**src/rtl/burst_seq_pkg.sv**
```systemverilog
package burst_seq_pkg;

  typedef enum logic {
    ORD_LINEAR = 1'b0,
    ORD_XOR    = 1'b1
  } burst_order_e;

  typedef struct packed {
    logic load;
    logic step;
  } seq_cmd_t;

endpackage

```
**src/rtl/burst_strobe_dec.sv**
```systemverilog
module burst_strobe_dec
  import burst_seq_pkg::*;
(
  input  logic     ld_proc_n,
  input  logic     ld_ctrl_n,
  input  logic     chip_en_n,
  input  logic     adv_n,
  output seq_cmd_t cmd
);
  logic proc_hit;
  logic ctrl_hit;

  // The processor strobe only counts while the chip is enabled.
  always_comb begin
    proc_hit = ~ld_proc_n & ~chip_en_n;
    ctrl_hit = ~ld_ctrl_n;
  end

  // A load always wins over an advance.
  always_comb begin
    cmd.load = proc_hit | ctrl_hit;
    cmd.step = ~cmd.load & ~adv_n;
  end
endmodule

```
**src/rtl/burst_beat_ctr.sv**
```systemverilog
module burst_beat_ctr #(
  parameter int BURST_BITS = 2
) (
  input  logic                  clk,
  input  logic                  rst,
  input  logic                  load,
  input  logic                  step,
  output logic [BURST_BITS-1:0] beat
);
  localparam logic [BURST_BITS-1:0] ONE = BURST_BITS'(1);

  // Counts modulo 2^BURST_BITS, so wrap-around is natural.
  always_ff @(posedge clk) begin
    if (rst)       beat <= '0;
    else if (load) beat <= '0;
    else if (step) beat <= beat + ONE;
  end
endmodule

```
**src/rtl/burst_addr_reg.sv**
```systemverilog
module burst_addr_reg #(
  parameter int ADDR_W = 18
) (
  input  logic              clk,
  input  logic              rst,
  input  logic              load,
  input  logic [ADDR_W-1:0] ext_addr,
  output logic [ADDR_W-1:0] base
);
  always_ff @(posedge clk) begin
    if (rst)       base <= '0;
    else if (load) base <= ext_addr;
  end
endmodule

```
**src/rtl/burst_order_map.sv**
```systemverilog
module burst_order_map
  import burst_seq_pkg::*;
#(
  parameter int ADDR_W     = 18,
  parameter int BURST_BITS = 2
) (
  input  logic [ADDR_W-1:0]     base,
  input  logic [BURST_BITS-1:0] beat,
  input  logic                  order_sel,
  output logic [ADDR_W-1:0]     word_addr
);
  localparam int HI_W = ADDR_W - BURST_BITS;

  logic [BURST_BITS-1:0] start_lo;
  logic [BURST_BITS-1:0] lin_lo;
  logic [BURST_BITS-1:0] xor_lo;
  logic [BURST_BITS-1:0] sel_lo;
  burst_order_e          mode;

  assign start_lo = base[BURST_BITS-1:0];
  assign mode     = burst_order_e'(order_sel);

  // Linear order: add the beat number to the start, modulo the burst length.
  assign lin_lo = start_lo + beat;

  // Interleaved order: flip each start bit where the beat number has a one.
  for (genvar i = 0; i < BURST_BITS; i++) begin : g_xor
    assign xor_lo[i] = start_lo[i] ^ beat[i];
  end

  always_comb begin
    unique case (mode)
      ORD_XOR:    sel_lo = xor_lo;
      ORD_LINEAR: sel_lo = lin_lo;
      default:    sel_lo = lin_lo;
    endcase
  end

  assign word_addr = {base[ADDR_W-1 -: HI_W], sel_lo};
endmodule

```
**src/rtl/burst_addr_seq.sv**
```systemverilog
module burst_addr_seq
  import burst_seq_pkg::*;
#(
  parameter int ADDR_W     = 18,
  parameter int BURST_BITS = 2
) (
  input  logic              clk,
  input  logic              rst,
  input  logic [ADDR_W-1:0] ext_addr,
  input  logic              ld_proc_n,
  input  logic              ld_ctrl_n,
  input  logic              chip_en_n,
  input  logic              adv_n,
  input  logic              order_sel,
  output logic [ADDR_W-1:0] word_addr
);
  seq_cmd_t              cmd;
  logic [ADDR_W-1:0]     base;
  logic [BURST_BITS-1:0] beat;

  burst_strobe_dec u_dec (
    .ld_proc_n (ld_proc_n),
    .ld_ctrl_n (ld_ctrl_n),
    .chip_en_n (chip_en_n),
    .adv_n     (adv_n),
    .cmd       (cmd)
  );

  burst_addr_reg #(.ADDR_W(ADDR_W)) u_areg (
    .clk      (clk),
    .rst      (rst),
    .load     (cmd.load),
    .ext_addr (ext_addr),
    .base     (base)
  );

  burst_beat_ctr #(.BURST_BITS(BURST_BITS)) u_ctr (
    .clk  (clk),
    .rst  (rst),
    .load (cmd.load),
    .step (cmd.step),
    .beat (beat)
  );

  burst_order_map #(.ADDR_W(ADDR_W), .BURST_BITS(BURST_BITS)) u_map (
    .base      (base),
    .beat      (beat),
    .order_sel (order_sel),
    .word_addr (word_addr)
  );
endmodule

```
**config.mk**
```make
export PLATFORM = sky130hd
export DESIGN_NAME = burst_addr_seq
export DESIGN_NICKNAME = d
export VERILOG_FILES = /design/src/rtl/burst_seq_pkg.sv /design/src/rtl/burst_strobe_dec.sv /design/src/rtl/burst_beat_ctr.sv /design/src/rtl/burst_addr_reg.sv /design/src/rtl/burst_order_map.sv /design/src/rtl/burst_addr_seq.sv
export SDC_FILE = /design/constraint.sdc
export NUM_CORES = 1
export LEC_CHECK = 0
export BUFFER_PORTS_ARGS = -buffer_cell sky130_fd_sc_hd__buf_2
export CORE_UTILIZATION = 40
export DETAILED_ROUTE_END_ITERATION = 8
export PLACE_DENSITY = 0.81
export SLEW_MARGIN = 20
export SYNTH_ARGS = -nofsm -noshare
export SYNTH_HDL_FRONTEND = slang
export SYNTH_SLANG_ARGS = --single-unit
```
**constraint.sdc**
```tcl
create_clock -name clk -period 0.8 [get_ports clk]
set_input_delay 0.04 -clock clk [delete_from_list [all_inputs] [get_ports clk]]
set_output_delay 0.04 -clock clk [all_outputs]
set_load 0.01 [all_outputs]
```
# --- Word-level counts from Yosys, hierarchy flattened ---
# Index checks and enable logic that the tools add are counted.
classes:
  add_sub_neg: 2
  muxes: 1
  bitwise: 11
  n_reduce_logical: 1
ops:
  columns: ["cell", "count"]
  rows:
  - ["$not A1 Y1", 6]
  - ["$pmux W2 S2", 1]
  - ["$add A2 B1 Y2 const B", 1]
  - ["$add A2 B2 Y2", 1]
  - ["$and A1 B1 Y1", 2]
  - ["$reduce_or A2 Y1", 1]
  - ["$xor A1 B1 Y1", 2]
  - ["$or A1 B1 Y1", 1]
totals:
  regBits: 20
  input_bits: 25
  out_inout_bits: 18
  elab_cells: 17

# --- Longest topological paths before layout ---
# Gate-level depths: netlist of the first run.
logic_depth:
  ltp_word: 5
  ltp_mapped: 5
  mapped_depth_nobuf: 3

# --- Modules after synthesis ---
# A second synthesis of the first run with hierarchy kept.
hier_totals:
  cells_unflattened: 88
  area_unflattened_um2: 903.4
modules_own_cells:
  columns: ["module", "instances", "cells_per_inst", "area_per_inst_um2", "seq_area_each_um2"]
  rows:
  - ["burst_addr_reg", 1, 58, 649.4, 360.3]
  - ["burst_order_map", 1, 20, 156.4, 0.0]
  - ["burst_beat_ctr", 1, 8, 85.1, 40.0]
  - ["burst_strobe_dec", 1, 2, 12.5, 0.0]

# --- Worst setup path before layout of the first run ---
# OpenSTA, ideal clock, no wires.
synth_path:
  path_kind: "reg-to-output"
  from: "register u_areg.base[0]"
  to: "output word_addr[1]"
  arrival_ns: 0.822
  t_required_ns: 0.760
  setup_slack_ns: -0.062
  path_stages_with_launch: 4
  path_buffers: 0
  cell_sequence: "dfxtp_1 ha_1 nor2b_1 xnor2_1"
synth_between:
  elab_chain_cells: 2
synth_rtl:
  columns: ["item", "line", "text"]
  rows:
  - ["start, declared", "burst_addr_reg.sv:8", "output logic [ADDR_W-1:0] base"]
  - ["start signal, assigned", "burst_addr_reg.sv:12", "else if (load) base <= ext_addr;"]
  - ["$add A2 B2 Y2", "burst_order_map.sv:24", "assign lin_lo = start_lo + beat;"]
  - ["$pmux W2 S2", "burst_order_map.sv:32", "unique case (mode)"]
  - ["end, declared", "burst_addr_seq.sv:15", "output logic [ADDR_W-1:0] word_addr"]
# No other way between the ends.

# --- Final worst setup path of the first run ---
# Same ends and word-level chain as after synthesis.

==> results of run 1 <==
synthesized netlist by cell type:
library cell and number:
xnor2_1 3, a21oi_2 10, o21ai_1 1, buf_6 1, and2b_1 1, o21a_1 1
nor2b_1 2, nor3_1 1, ha_1 1, buf_4 18, dfxtp_1 20, nor4_2 1
clkbuf_1 2, buf_2 1, a21oi_1 8, nand2_1 36
final cells by class:
cell class	instances	area [µm²]
Tap cell	27	33.78
Multi-Input combinational cell	65	396.6
Sequential cell	20	422.9
Timing Repair Buffer	70	589.3
Fill cell	153	576.8
Clock buffer	3	22.52
critical path, delay by kind of cell (launching register included):
kind,cells,cell delay [ns]
xor+xnor,1,0.12
fa+ha+maj,1,0.12
buf+inv,1,0.15
flops,1,0.37
simple gates,1,0.15
path summary, 6_finish.rpt:
| check | from | to | cells after the start |
|---|---|---|---|
| setup / recovery | u_areg.base[0]$_SDFFE_PP0P_ | word_addr[1] | 4 |
| setup reg to reg | u_ctr.beat[0]$_SDFFE_PP0P_ | u_ctr.beat[1]$_SDFFE_PP0P_ | 5 |
| hold reg to reg | u_areg.base[9]$_SDFFE_PP0P_ | u_areg.base[9]$_SDFFE_PP0P_ | 2 |
| hold / removal | ext_addr[8] | u_areg.base[8]$_SDFFE_PP0P_ | 3 |
sequential cells by signal, indices dropped and copies added, names as in the netlist:
register and flops:
u_areg.base 18, u_ctr.beat 2
layer usage:
layer | global-route usage (%) | vias to the layer above | share of wire (%)
met1 | 19.24 | 392 | 40
met4 | 4.286 | 0 | 0
met2 | 32.88 | 33 | 54
met5 | 0 | - | 0
li1 | - | 431 | -
met3 | 3.086 | 0 | 5.6
power groups by stage:
stage / clock (W) / combinational [W] / sequential (W)
2_1_floorplan: 0 / 0.000264 / 0.00110
3_3_place_gp: 0 / 0.000338 / 0.00110
3_5_place_dp: 0 / 0.000345 / 0.00111
4_1_cts: 0.000461 / 0.000421 / 0.00109
5_1_grt: 0.000526 / 0.000554 / 0.00112
6_report: 0.000445 / 0.000511 / 0.00111
cell families after synthesis:
| logic type | count (synthesis) | synth area share (%) |
|---|---|---|
| compound gates | 20 | 15.38 |
| xor+xnor | 3 | 2.885 |
| fa+ha+maj | 1 | 1.373 |
| buf+inv | 22 | 17.44 |
| flops | 20 | 43.96 |
| simple gates | 41 | 18.96 |
per-stage QoR:
step | setup TNS [ns] | hold slack [ns] | area [µm²] | worst slack (ns) | instances
3_5_place_dp | -0.4235 | 0.2884 | 1064 | -0.1761 | 159
2_1_floorplan | -0.003018 | 0.1805 | 928.4 | -0.003018 | 107
4_1_cts | -0.9555 | 0.0006565 | 1281 | -0.4451 | 179
5_1_grt | -1.787 | 0.001618 | 1465 | -0.4921 | 185
3_3_place_gp | -0.2025 | 0.2855 | 1064 | -0.1106 | 159
6_report | -1.356 | 0.0006772 | 1465 | -0.4354 | 185
layout by cell type, fill, tap and decap left out:
cell type and n:
buf_4 8, o21ai_1 1, buf_2 25, nor4_4 1, nor3_1 1, clkbuf_4 3
nor2b_4 1, buf_12 1, xnor2_2 2, dfxtp_2 18, a21oi_2 10, xnor2_1 1
nor2b_1 1, buf_6 19, dlygate4sd3_1 17, and2b_2 1, o21a_1 1, nand2_1 36
a21oi_1 8, dfxtp_1 2, ha_4 1
timing repair:
action	CTS	global route
pin swaps	2	2
resized for setup	13	28
gates cloned	0	0
hold buffers	15	2
endpoints found under the hold margin	15	2
buffers inserted	2	4
setup endpoints to repair	13	20
==> metrics.md, run 1 <==
| Metric | Value |
|---|---|
| WL/cell | 11.84 µm |
| Worst path cell trace | ha_4 -> nor2b_4 -> xnor2_2 -> buf_2 |
| Yosys warning count | 0 |
| RSZ-0062 raised after global routing | yes |
| Setup violations, final | 4 |
| Die Y | 49.72 µm |
| Utilization after layout | 71.75% |
| Failing checks | setup timing |
| Power Internal | 0.001543 W |
| Status | complete, but fails checks |
| Number of I/O pins | 43 |
| RePlAce Congestion | 0.6935 |
| Sequential share of power | 53.7% |
| Drc violations | 0 |
| Clock Latency Late Sink | 0.28 ns |
| Number of synthesized register bits | 20 |
| Core Area | 2042 µm² |
| Crit Path Class | reg -> out |
| Synth cell types | 16 |
| Tcrit/Tclk final | 154.4% |
| Maximum VDD drop | 0.001112 V |
| P_sw | 0.0005218 W |
| Final setup margin | -0.4354 ns |
| CP arrival | 1.20 ns |
| WP data required | 0.76 ns |
| Diodes inserted | 0 |
| Reg2reg setup slack | -0.36 ns |
| Synth top area share | 43.96% |
| Nature of the critical path startpoint | register |
| Overall Power | 0.002065 W |
| CP endpoint kind | output pin |
| Layout area overhead | 60.85% |
| Die area | 2472 µm² |
| Sequential share of the synthesized area | 43.96% |
| Cts bufs inserted | 3 |
| Clk pwr share | 21.6% |
| Vias per cell | 4.627 |
| Post-DP HPWL | 1258 µm |
| Clock-pin transition on the worst setup and hold timing paths | 0.11 ns |
| DR vias | 856 |
| Combinational Power Share | 24.8% |
| Initial drt markers | 7 |
| Die Wd | 49.72 µm |
| Fin nets | 186 |
| Gr usage total | 17.22% |
| Leading area contributor after synthesis | dfxtp_1 |
| Slowest CP cell | dfxtp_2 |
| Port Buffers | 42 |
| Tmin final | 1.235 ns |
| Max Clock Freq | 809.5 MHz |
| Worst slew pin tran | 0.2971 ns |
| Share of cells above drive strength 1 | 56.96% |
| Slew Limit Fails | 0 |
| Lkg Pwr | 0.6456 nW |
| Root Buffer Master | clkbuf_4 |
| Hold Crit Class | in -> reg |
| Total Wirelength | 2191 µm |
| Synthesized instance count | 107 |
| Max Clock Skew | 0.0009311 ns |
| Antenna violations before repair | 0 |
| CTS Sinks | 20 |
| CTS tree | yes |
| Ranking of synthesized cells by area | dfxtp_1, buf_4, nand2_1 |
| Clock buffer depth | 2 |
| Max-cap violation count | 0 |
| Cell row count | 16 |
| Largest stage delay on the critical path | 0.37 ns |
| Synth Net Count | 133 |
| ANT nets after route | 0 |
| Rel. slew slack | 80.19% |
| Largest net degree at the start of global routing | 19 |
| Initial Util | 44.61% |
| Grt total ovfl | 0 |
| Synth Cell Area | 910.9 µm² |
| Final hold vios | 0 |
| H-tree levels | 1 |
| Syn avg cell area | 8.513 µm² |
| Pre-Repair DR Iteration Count | 2 |
| First-pass GRT wire length | 3367 µm |
| CP Max Fanout | 2 |
| Vias in the first global route | 825 |
| Switching share of power | 25.27% |
| PwrDens | 1409 nW/µm² |
Power figures use the tool's default switching activity.
==> run 2: changes to the inputs <==
PLACE_DENSITY = 0.78   (was 0.81)
RECOVER_POWER = 25   (was unset)
REMOVE_ABC_BUFFERS = 1   (was unset)
clock period = 1.24 ns   (was 0.8 ns; I/O delays follow)
==> metrics.md, run 2 (synthesis gave the netlist of run 1 again) <==
| Metric | Value |
|---|---|
| RSZ-0062 raised after global routing | yes |
| Pre-Repair DR Iteration Count | 2 (unchanged) |
| Clock Latency Late Sink | 0.29 ns (about the same) |
| Worst-case reg-to-reg path depth | 4 (-1) |
| Vias per cell | 4.733 (+2.3%) |
| Regs by FF count | u_areg.base: 18 flops, u_ctr.beat: 2 flops |
| ANT nets after route | 0 (unchanged) |
| Clock-pin transition on the worst setup and hold timing paths | 0.11 ns (about the same) |
| Tcrit/Tclk final | 99.48% |
| Slew Limit Fails | 0 (unchanged) |
| Status | finished, final reports clean |
| Rel. slew slack | 59.09% (-21 points) |
| Max Clock Freq | 810.7 MHz |
| Flip-flop count of the largest register after layout | 18 (unchanged) |
| Dpl ws | 0.1729 ns (+0.3490 ns) |
| Max Clock Skew | 0.0002296 ns (-0.0007015 ns) |
| Cell row count | 16 (unchanged) |
| Nature of the critical path startpoint | register |
| Worst slew pin tran | 0.6137 ns (+0.3166 ns) |
| Utilization after layout | 53.98% (-18 points) |
| H-tree levels | 1 (unchanged) |
| Initial drt markers | 6 (-1) |
| Die area | 2472 µm² (unchanged) |
| Diodes inserted | 0 (unchanged) |
| Setup violations, final | 0 (-4) |
| WP data required | 1.18 ns (+0.42 ns) |
| Largest net degree at the start of global routing | 21 (+2) |
| Final setup margin | 0.006491 ns (+0.4419 ns) |
| Total Wirelength | 1855 µm (-15%) |
| Die Y | 49.72 µm (unchanged) |
| Grt total ovfl | 0 (unchanged) |
| Crit Path Class | reg -> out |
| Share of cells above drive strength 1 | 44.20% (-13 points) |
| Post-DP HPWL | 1234 µm (-2.0%) |
| CTS tree | yes |
| CP endpoint kind | output pin |
| Vias in the first global route | 686 (-17%) |
| Core Area | 2042 µm² (unchanged) |
| CP arrival | 1.17 ns (-0.03 ns) |
| RePlAce Congestion | 0.6205 (-11%) |
| Drc violations | 0 (unchanged) |
| Reg with most FFs | u_areg.base |
| Max-cap violation count | 0 (unchanged) |
| Lkg Pwr | 0.5146 nW (-20%) |
| Cts bufs inserted | 3 (unchanged) |
| Clock buffer depth | 2 (unchanged) |
| Root Buffer Master | clkbuf_4 |
| Number of I/O pins | 43 (unchanged) |
| Fin nets | 166 (-11%) |
| Most common cell after layout, fill and taps aside | buf_2 |
| Final hold vios | 0 (unchanged) |
| WL/cell | 11.24 µm (-5.1%) |
| First-pass GRT wire length | 2980 µm (-11%) |
| Layout area overhead | 21.02% |
| PwrDens | 1102 nW/µm² (-22%) |
| CP Max Fanout | 2 (unchanged) |
| Port Buffers | 42 (unchanged) |
| Antenna violations before repair | 0 (unchanged) |
| Maximum VDD drop | 0.0004910 V (-56%) |
| Tmin final | 1.234 ns |
| DR vias | 781 (-8.8%) |
| CTS Sinks | 20 (unchanged) |
| Initial Util | 44.61% (unchanged) |
| Hold path depth | 3 (unchanged) |
| Most frequent cells in the layout | buf_2, nand2_1, dfxtp_1 |
| Filler instances | 207 (+35%) |
| Hold Crit Class | in -> reg |
| Gr usage total | 16.01% (-1.2 points) |
| Die Wd | 49.72 µm (unchanged) |
==> run 2: cell count changes in the layout (fill, tap and decap cells not counted), sizes merged <==
cell         delta
buf             -9
dlygate4sd3    -11
==> run 2: final timing paths <==
check,from,to,slack (ns)
worst min-delay path,ext_addr[15],u_areg.base[15]$_SDFFE_PP0P_,0.004
worst min register to register,u_areg.base[9]$_SDFFE_PP0P_,u_areg.base[9]$_SDFFE_PP0P_,0.46
worst max-delay path,u_ctr.beat[0]$_SDFFE_PP0P_,word_addr[1],0.006
worst max register to register,u_ctr.beat[0]$_SDFFE_PP0P_,u_ctr.beat[1]$_SDFFE_PP0P_,0.29
==> run 2: layer usage <==
layer / global-route usage (%) / up-vias / routed length, µm
met2: 28.60 / 25 / 909
met3: 3.086 / 2 / 111
li1: - / 389 / -
met1: 18.15 / 365 / 824
met4: 7.143 / 0 / 9
met5: 0 / - / 0
==> run 2: critical path: stages (launching register included) <==
cell,delay [ns]
dfxtp_2,0.34
ha_2,0.16
nor2b_4,0.13
xnor2_1,0.11
buf_2,0.14
==> run 2: per-stage QoR <==
stage | area, µm² | hold WS [ns] | power, W | setup TNS, ns | std cells
floorplan | 752.0 | 0.1244 | 0.0008123 | 0 | 85
global placement | 1003 | 0.3091 | 0.0009088 | 0 | 155
detailed placement | 1003 | 0.3148 | 0.0009182 | 0 | 155
CTS | 1086 | 0.00001180 | 0.001218 | -0.01824 | 163
global route | 1102 | 0.006268 | 0.001283 | -0.07389 | 165
finish | 1102 | 0.004017 | 0.001215 | 0 | 165
==> run 2: what timing repair did <==
| item | 4_1_cts | 5_1_grt |
|---|---|---|
| endpoints found under the hold margin | 4 | 2 |
| hold buffers | 4 | 2 |
| resized for setup | 5 | 0 |
| setup buffers | 1 | 0 |
| endpoints found under the setup margin | 1 | 1 |
| pin swaps | 2 | 1 |
==> run 2: power by group <==
part           internal, W  switching [W]
combinational     0.000105       0.000116
clock             0.000113       0.000181
sequential        0.000681      0.0000190
total             0.000899       0.000316
==> run 2: area by class of cell <==
cell class	instances	area, µm²	share of cell area [%]
Sequential cell	20	402.9	36.55
Multi-Input combinational cell	65	357.8	32.46
Timing Repair Buffer	50	285.3	25.88
Tap cell	27	33.78	3.065
Clock buffer	3	22.52	2.043
==> run 3: changes to the inputs <==
SETUP_SLACK_MARGIN = 0.3   (was unset)
==> metrics.md, run 3 (synthesis gave the netlist of run 1 again) <==
| Metric | Value |
|---|---|
| Maximum VDD drop | 0.0004959 V (+1.0%) |
| Layout area overhead | 23.76% |
| Fin area | 1127 µm² (+2.3%) |
| DR vias | 764 (-2.2%) |
| Hold Path Sink | u_areg.base[15]$_SDFFE_PP0P_ |
| Gr usage total | 16.33% (+0.32 points) |
| CTS tree | yes |
| Clk pwr share | 24.0% (-0.2 points) |
| Hold_sp | ext_addr[15] |
| Worst-case reg-to-reg path depth | 4 (unchanged) |
| Largest stage delay on the critical path | 0.37 ns (+0.03 ns) |
| RSZ-0062 raised after global routing | yes |
| RePlAce Congestion | 0.6205 (unchanged) |
| Die area | 2472 µm² (unchanged) |
| Die Wd | 49.72 µm (unchanged) |
| Post-DP HPWL | 1234 µm (unchanged) |
| Reg2Reg Launch Point | u_ctr.beat[0]$_SDFFE_PP0P_ |
| Clock buffer depth | 2 (unchanged) |
| Setup violations, final | 0 (unchanged) |
| Switching share of power | 26.08% (+0.069 points) |
| Clock-pin transition on the worst setup and hold timing paths | 0.11 ns (about the same) |
| CP arrival | 1.17 ns (about the same) |
| Core Area | 2042 µm² (unchanged) |
| Nature of the critical path startpoint | register |
| Initial drt markers | 4 (-2) |
| Most frequent cells in the layout | buf_2, nand2_1, dfxtp_1 |
| Fin nets | 166 (unchanged) |
| CTS Sinks | 20 (unchanged) |
| Reg2reg end | u_ctr.beat[1]$_SDFFE_PP0P_ |
| Max-cap violation count | 0 (unchanged) |
| Status | finished, final reports clean |
| Reg with most FFs | u_areg.base |
| Vias per cell | 4.630 (-2.2%) |
| Most common cell after layout, fill and taps aside | buf_2 |
| CP Max Fanout | 2 (unchanged) |
| Max Clock Freq | 812.2 MHz (+0.19%) |
| Cell row count | 16 (unchanged) |
| Root Buffer Master | clkbuf_4 |
| Placed cell count | 155 (unchanged) |
| Port Buffers | 42 (unchanged) |
| PwrDens | 1087 nW/µm² (-1.4%) |
| Crit Path Class | reg -> out |
| H-tree levels | 1 (unchanged) |
| Worst path cell trace | ha_4 -> nor2b_4 -> xnor2_1 -> buf_2 |
| Vias in the first global route | 684 (-0.29%) |
| CP endpoint kind | output pin |
| Final hold vios | 0 (unchanged) |
| Dpl ws | 0.1729 ns (unchanged) |
| Largest net degree at the start of global routing | 21 (unchanged) |
| Initial Util | 44.61% (unchanged) |
| First-pass GRT wire length | 3049 µm (+2.3%) |
| Tmin final | 1.231 ns (-0.002333 ns) |
| Placed Area | 1003 µm² (unchanged) |
| Rel. slew slack | 58.78% (-0.31 points) |
| Die Y | 49.72 µm (unchanged) |
| Antenna violations before repair | 0 (unchanged) |
| ANT nets after route | 0 (unchanged) |
| Combinational Power Share | 18.6% (+0.4 points) |
| Tcrit/Tclk final | 99.29% (-0.19 points) |
| Final setup margin | 0.008825 ns (+0.002333 ns) |
| Grt total ovfl | 0 (unchanged) |
| Total Wirelength | 1918 µm (+3.4%) |
| P_sw | 0.0003195 W (+1.1%) |
| Cts bufs inserted | 3 (unchanged) |
| Hold path depth | 3 (unchanged) |
| Final Non-Filler Cells | 165 (unchanged) |
| Share of cells above drive strength 1 | 45.65% (+1.4 points) |
| Flip-flop count of the largest register after layout | 18 (unchanged) |
| Drc violations | 0 (unchanged) |
| Power Internal | 0.0009055 W (+0.74%) |
| Reg2reg setup slack | 0.24 ns (-0.05 ns) |
| Max Clock Skew | 0.0004295 ns (+0.0001999 ns) |
| Clock Latency Late Sink | 0.28 ns (about the same) |
| Slowest CP cell | dfxtp_2 |
| Lkg Pwr | 0.5171 nW (+0.50%) |
| Number of I/O pins | 43 (unchanged) |
| Worst slew pin tran | 0.6184 ns (+0.004659 ns) |
| Sequential share of power | 57.4% (-0.2 points) |
| Hold Crit Class | in -> reg |
| Slew Limit Fails | 0 (unchanged) |
| Diodes inserted | 0 (unchanged) |
| WL/cell | 11.62 µm (+3.4%) |
| Regs by FF count | u_areg.base: 18 flops, u_ctr.beat: 2 flops |
| Pre-Repair DR Iteration Count | 3 (+1) |
| WP data required | 1.18 ns (about the same) |
==> run 3: through the flow <==
step | TNS [ns] | power [W] | util (%) | hold WS [ns]
2_1_floorplan | 0 | 0.0008123 | - | 0.1244
3_3_place_gp | 0 | 0.0009088 | 49.14 | 0.3091
3_5_place_dp | 0 | 0.0009182 | 49.14 | 0.3148
4_1_cts | -0.01296 | 0.001226 | 53.98 | 0.00001180
5_1_grt | -0.06511 | 0.001292 | 55.21 | 0.006268
6_report | 0 | 0.001225 | 55.21 | 0.005330
==> run 3: worst max-delay path, delay by kind of cell, from the launching register on <==
kind,cells,cell delay [ns]
adders and majority gates,1,0.13
and+or+nand+nor,1,0.13
DFF,1,0.37
xor gates and xnor gates,1,0.11
buffers and inverters,1,0.14
==> run 3: worst max-delay path by stage <==
stage                                          start                            to  slack, ns  depth (start not counted)
after global routing      u_ctr.beat[0]$_SDFFE_PP0P_                  word_addr[1]      -0.07                          4
after CTS                 u_ctr.beat[0]$_SDFFE_PP0P_                  word_addr[1]      -0.01                          4
after detailed placement                   chip_en_n  u_areg.base[12]$_SDFFE_PP0P_       0.17                          4
final                     u_ctr.beat[0]$_SDFFE_PP0P_                  word_addr[1]      0.009                          4
after floorplan                            chip_en_n   u_areg.base[0]$_SDFFE_PP0P_       0.09                          3
after global placement                     chip_en_n   u_areg.base[2]$_SDFFE_PP0P_       0.26                          4
==> run 3: power by group through the flow <==
stage | logic, W | clock network (W) | registers (W)
2_1_floorplan | 0.0000834 | 0 | 0.000729
3_3_place_gp | 0.000196 | 0 | 0.000713
3_5_place_dp | 0.000204 | 0 | 0.000714
4_1_cts | 0.000224 | 0.000300 | 0.000702
5_1_grt | 0.000252 | 0.000333 | 0.000708
6_report | 0.000228 | 0.000294 | 0.000703
==> run 3: area by class of cell <==
class | count | area [µm²]
Fill cell | 203 | 914.6
Clock buffer | 3 | 22.52
Multi-Input combinational cell | 65 | 376.6
Timing Repair Buffer | 50 | 291.5
Sequential cell | 20 | 402.9
Tap cell | 27 | 33.78
==> run 3: repair_timing <==
action,CTS,global route
gates cloned,0,0
pin swaps,4,4
hold buffers,4,2
resized for setup,7,2
endpoints found under the hold margin,4,2
setup endpoints to repair,2,4
setup buffers,1,0
==> run 3: per-layer routing <==
metal / global-route usage, % / up-vias / routed length, µm
met2: 28.60 / 25 / 968
met1: 19.09 / 349 / 844
met3: 3.086 / 2 / 96
met5: 0 / - / 0
met4: 7.143 / 0 / 9
li1: - / 388 / -
